[config.mk]
export PLATFORM = sky130hd
export DESIGN_NAME = self_sync_scrambler
export DESIGN_NICKNAME = d
export VERILOG_FILES = /design/src/rtl/scr_pkg.sv /design/src/rtl/scr_feedback.sv /design/src/rtl/scr_shift_reg.sv /design/src/rtl/self_sync_scrambler.sv
export SDC_FILE = /design/constraint.sdc
export NUM_CORES = 1
export LEC_CHECK = 0
export BUFFER_PORTS_ARGS = -buffer_cell sky130_fd_sc_hd__buf_4
export CORE_AREA = 2 2 39 41
export DETAILED_ROUTE_END_ITERATION = 6
export DIE_AREA = 0 0 41 43
export GPL_TIMING_DRIVEN = 0
export PLACE_DENSITY = 0.54
export SLEW_MARGIN = 10
export SYNTH_ARGS = -nofsm -noshare
export SYNTH_HDL_FRONTEND = slang
export SYNTH_SLANG_ARGS = --single-unit
[constraint.sdc]
create_clock -name clk_i -period 1.33 [get_ports clk_i]
set_input_delay 0.1995 -clock clk_i [delete_from_list [all_inputs] [get_ports clk_i]]
set_output_delay 0.1995 -clock clk_i [all_outputs]
set_load 0.02 [all_outputs]
[src/rtl/scr_pkg.sv]
package scr_pkg;
  localparam int unsigned SCR_W_DEF    = 7;
  localparam int unsigned SCR_TAP_A_DEF = 4;
  localparam int unsigned SCR_TAP_B_DEF = 7;

  typedef enum logic {
    SCR_MODE_SCRAMBLE   = 1'b0,
    SCR_MODE_DESCRAMBLE = 1'b1
  } scr_mode_e;
endpackage

[src/rtl/scr_feedback.sv]
module scr_feedback #(
  parameter int unsigned W     = 7,
  parameter int unsigned TAP_A = 4,
  parameter int unsigned TAP_B = 7
) (
  input  logic [W-1:0] state_i,
  output logic         fb_o
);
  localparam logic [W-1:0] TAP_MASK = (W'(1) << (TAP_A - 1)) | (W'(1) << (TAP_B - 1));

  logic [W:0] chain;
  assign chain[0] = 1'b0;

  // XOR chain over the selected stages
  for (genvar k = 0; k < W; k++) begin : g_tap
    if (TAP_MASK[k]) begin : g_on
      assign chain[k+1] = chain[k] ^ state_i[k];
    end else begin : g_off
      assign chain[k+1] = chain[k];
    end
  end

  assign fb_o = chain[W];
endmodule

[src/rtl/scr_shift_reg.sv]
module scr_shift_reg #(
  parameter int unsigned W = 7
) (
  input  logic         clk_i,
  input  logic         rst_ni,
  input  logic         load_i,
  input  logic [W-1:0] seed_i,
  input  logic         adv_i,
  input  logic         in_bit_i,
  output logic [W-1:0] state_o
);
  logic [W-1:0] state_q;

  always_ff @(posedge clk_i or negedge rst_ni) begin
    if (!rst_ni) begin
      state_q <= '0;
    end else if (load_i) begin
      state_q <= seed_i;
    end else if (adv_i) begin
      state_q <= {state_q[W-2:0], in_bit_i};
    end
  end

  assign state_o = state_q;
endmodule

[src/rtl/self_sync_scrambler.sv]
module self_sync_scrambler #(
  parameter int unsigned W     = scr_pkg::SCR_W_DEF,
  parameter int unsigned TAP_A = scr_pkg::SCR_TAP_A_DEF,
  parameter int unsigned TAP_B = scr_pkg::SCR_TAP_B_DEF
) (
  input  logic         clk_i,
  input  logic         rst_ni,
  input  logic         mode_i,
  input  logic         bypass_i,
  input  logic         seed_load_i,
  input  logic [W-1:0] seed_i,
  input  logic         valid_i,
  input  logic         bit_i,
  output logic         valid_o,
  output logic         bit_o
);
  import scr_pkg::*;

  scr_mode_e    mode;
  logic [W-1:0] state_q;
  logic         fb;
  logic         mixed;
  logic         fed_bit;
  logic         out_next;
  logic         accept;
  logic         adv;

  assign mode     = scr_mode_e'(mode_i);
  assign accept   = valid_i & ~seed_load_i;
  assign adv      = accept & ~bypass_i;
  assign mixed    = bit_i ^ fb;
  assign out_next = bypass_i ? bit_i : mixed;
  // scramble feeds back its output, descramble feeds back the line bit
  assign fed_bit  = (mode == SCR_MODE_DESCRAMBLE) ? bit_i : mixed;

  scr_feedback #(.W(W), .TAP_A(TAP_A), .TAP_B(TAP_B)) u_fb (
    .state_i (state_q),
    .fb_o    (fb)
  );

  scr_shift_reg #(.W(W)) u_sr (
    .clk_i    (clk_i),
    .rst_ni   (rst_ni),
    .load_i   (seed_load_i),
    .seed_i   (seed_i),
    .adv_i    (adv),
    .in_bit_i (fed_bit),
    .state_o  (state_q)
  );

  always_ff @(posedge clk_i or negedge rst_ni) begin
    if (!rst_ni) begin
      valid_o <= 1'b0;
      bit_o   <= 1'b0;
    end else begin
      valid_o <= accept;
      if (accept) bit_o <= out_next;
    end
  end
endmodule

==> summary.md <==
| Metric | Value |
|---|---|
| Status | `complete, no violations` |
| Antenna-violating nets left | `0` |
| Num ports | `16` |
| # setup viols final | `0` |
| WP buf/inv | `0` |
| Clk root buf | `clkbuf_4` |
| Max stage delay on crit path | `roughly 0.42 ns` |
| Max FO, Critical Path | `4` |
| Vias | `about 370` |
| Adder-cell share of the synthesized area | `0%` |
| Non-Filler Instances | `75` |
| Total chip power | `roughly 680 µW` |
| Worst-Skew Late Latency | `between 0.2 and 0.3 ns` |
| Floorplan Core Area | `~1400 µm²` |
| CTS buffer count | `3` |
| Filler cells | `approximately 150` |
| CTS tree | `built` |
| Area growth syn-to-layout | `38.1%` |
| CP delay by family, top | `flip-flops` |
| Share of cells above drive strength 1 | `between 30% and 40%` |
| Pwr/cell area | `roughly 1100 nW/µm²` |
| WHS Endpoint | `u_sr.state_o[1]` |
| Post-Place Worst Slack | `around 0.12 ns` |
| All-Layer GR Usage | `between 10% and 20%` |
| Placed Cells incl. Taps | `70` |
| RSZ-0062 raised after global routing | `false` |
| Reg-to-reg slack, setup | `just under 0.2 ns` |
| Chip width | `between 40 and 50 µm` |
| Yosys reg bits | `9` |
| Global-route wire length before repair | `1.45 mm` |
| Mux contribution to synthesized area | `under 10%` |
| Syn_nets | `53` |
| Post-CTS Repair Setup Buffers | `0` |
| Leakage dissipation | `just over 0.0003 µW` |
| Antenna violations before repair | `0` |
| Fin. Hold Viols | `0` |
| Critical Path RT | `roughly 1.5 ns` |
| Crit end category | `flop` |
| Critical path, cell by cell | `xnor2_1 -> or3_1 -> a31oi_1` |
| FP Rows | `14` |
| Final net count | `74` |
| Syn avg cell area | `approximately 11 µm²` |
| Vias in the first global route | `about 340` |
| Hold Path Origin | `seed_i[1]` |
| Prevailing post-synth register cell | `dfrtp_1` |
| Largest net degree at the start of global routing | `11` |
| Share of the synthesized area in the top cell type | `between 50% and 60%` |
| Initial Util | `about a third` |
| Placer Congestion | `0.718` |
| Final WS setup | `0.193 ns` |
| WL/cell | `between 10 and 15 µm` |
| H-tree level count | `1` |
| Synth Area in XOR/XNOR | `approximately 2%` |
| Clk sinks | `9` |
| Gr ovfl total | `0` |
| Worst Hold Class | `in -> reg` |
| Worst slew margin | `71.6%` |
| Fin crit share | `between 80 and 90%` |
| Crit Path Class | `reg -> reg` |
| Final WL | `roughly 900 µm` |
| Clock Skew | `~0.0015 ns` |
| Worst Path Arrival | `approximately 1.3 ns` |
| Final setup TNS | `0 ns` |
| Count of final max-slew check failures | `0` |
| DR DRC count | `0` |
| Cell taking the most area after synthesis | `dfrtp_1` |
| Synth Area in Simple Gates | `between 15 and 20%` |
| Placed Area | `between 500 and 600 µm²` |
| FFs w/ async S/R, synth | `between 90% and 100%` |
| Via/cell ratio | `between 4 and 5` |
| Reg2reg end | `bit_o` |
| Worst reg2reg path depth | `3` |
| Post-CTS sizing | `0` |
| Sequential cell area fraction in the yosys report | `between 50% and 60%` |
| Fmax | `879 MHz` |
| Peak VDD IR | `approximately 0.75 mV` |
| Startpoint Class | `flop` |
| Cell area after layout | `about 620 µm²` |
| Post-synthesis cell count | `39` |
| Synthesized cell area | `about 450 µm²` |
| Post-DP HPWL | `690 µm` |
| Min Tclk post-route | `1.14 ns` |
| Worst path slowest cell | `dfrtp_1` |
| Ant. Diodes | `0` |
| Yosys warning total | `0` |
| Number of port buffers | `15` |
| Max clock buf depth | `2` |
| Die height | `between 40 and 50 µm` |
| Slew @ Worst Pin | `around 0.43 ns` |
| Clock transition at the registers of the reported paths | `approximately 0.07 ns` |
| Max-Cap Viols | `0` |
| Area of the die | `1760 µm²` |
| Main combinational cell family by area after synthesis | `compound AO/OA/AOI/OAI gates` |
| Synth Area in Compound Gates | `between 20% and 30%` |
| Hold depth | `3` |
| Post-synth cell types | `21` |
| Router iterations before antenna repair | `4` |
| R2r startpoint | `u_sr.state_o[3]` |
| Initial DRC Count | `5` |
| Number of synthesized flops with an enable pin | `0` |
| Top post-synthesis cells by area | `dfrtp_1, a22o_1, a21o_1` |
## Yosys cell counts (2+ instances only)
| cell | number |
|---|---|
| a21o_1 | 4 |
| a22o_1 | 5 |
| dfrtp_1 | 9 |
| nor2_1 | 2 |
| nor2b_1 | 2 |
| o21ai_0 | 2 |
## routing by layer
layer / vias to the layer above / share of wire, % / track usage [%]
met5: - / 0 / 0
met4: 0 / 0 / 2.00
met3: 0 / 4.4 / 3.14
met2: 8 / 47 / 16.6
met1: 173 / 49 / 17.7
li1: 187 / - / -
## cell usage in the layout, fill, tap and decap left out, types with 2 or more instances in the layout
cell      count
buf_4        15
clkbuf_4      3
nor2_1        2
a22o_1        5
a21o_1        4
o21ai_0       2
dfrtp_1       9
nor2b_1       2
## power breakdown
part,internal [µW],switching (µW),total [µW]
clock,111,105,215
sequential,303,17.5,321
combinational,78.4,60.7,139
total,492,183,675
## tightest hold or removal path, cell delays in order
cell and delay, ns:
buf_4 0.07, nand2_1 0.04, o21ai_0 0.05
## worst max-delay path by stage
stage	from	cells past startpoint	endpoint
after floorplan	u_sr.state_o[3]	3	bit_o
after global placement	seed_load_i	4	u_sr.state_o[3]
after detailed placement	seed_load_i	4	u_sr.state_o[3]
after CTS	u_sr.state_o[3]	3	bit_o
after global routing	u_sr.state_o[3]	3	bit_o
final	u_sr.state_o[3]	3	bit_o
## cell type report
cell class                 count  area, µm²  area share, %
sequential                     9        225           36.5
multi-input combinational     28        213           34.5
timing repair buffer          16        123           19.9
clock buffer                   3       22.5           3.65
tap                           16       20.0           3.25
clock inverter                 1       5.00          0.811
buffer                         1       5.00          0.811
inverter                       1       3.75          0.609
## sequential cells by signal (all words and copies together) (netlist names)
signal        cells
valid_o           1
u_sr.state_o      7
bit_o             1
## metrics by stage
| step | hold WS [ns] | utilization, % |
|---|---|---|
| finish | 0.146 | 44.6 |
| global route | 0.171 | 44.6 |
| CTS | 0.146 | 44.6 |
| detailed placement | 0.0317 | 41.9 |
| global placement | 0.0283 | 41.9 |
| floorplan | -0.0961 | - |
## cell families after synthesis
| kind of cell | count (synthesis) |
|---|---|
| simple gates | 11 |
| buf+inv | 2 |
| xor+xnor | 1 |
| mux | 1 |
| compound gates | 15 |
| flops | 9 |
## timing repair
| item | CTS | global route |
|---|---|---|
| setup endpoints to repair | 0 | 0 |
| hold endpoints to repair | 9 | 0 |
| hold buffers | 1 | 0 |
(Power assumes the default switching activity.)
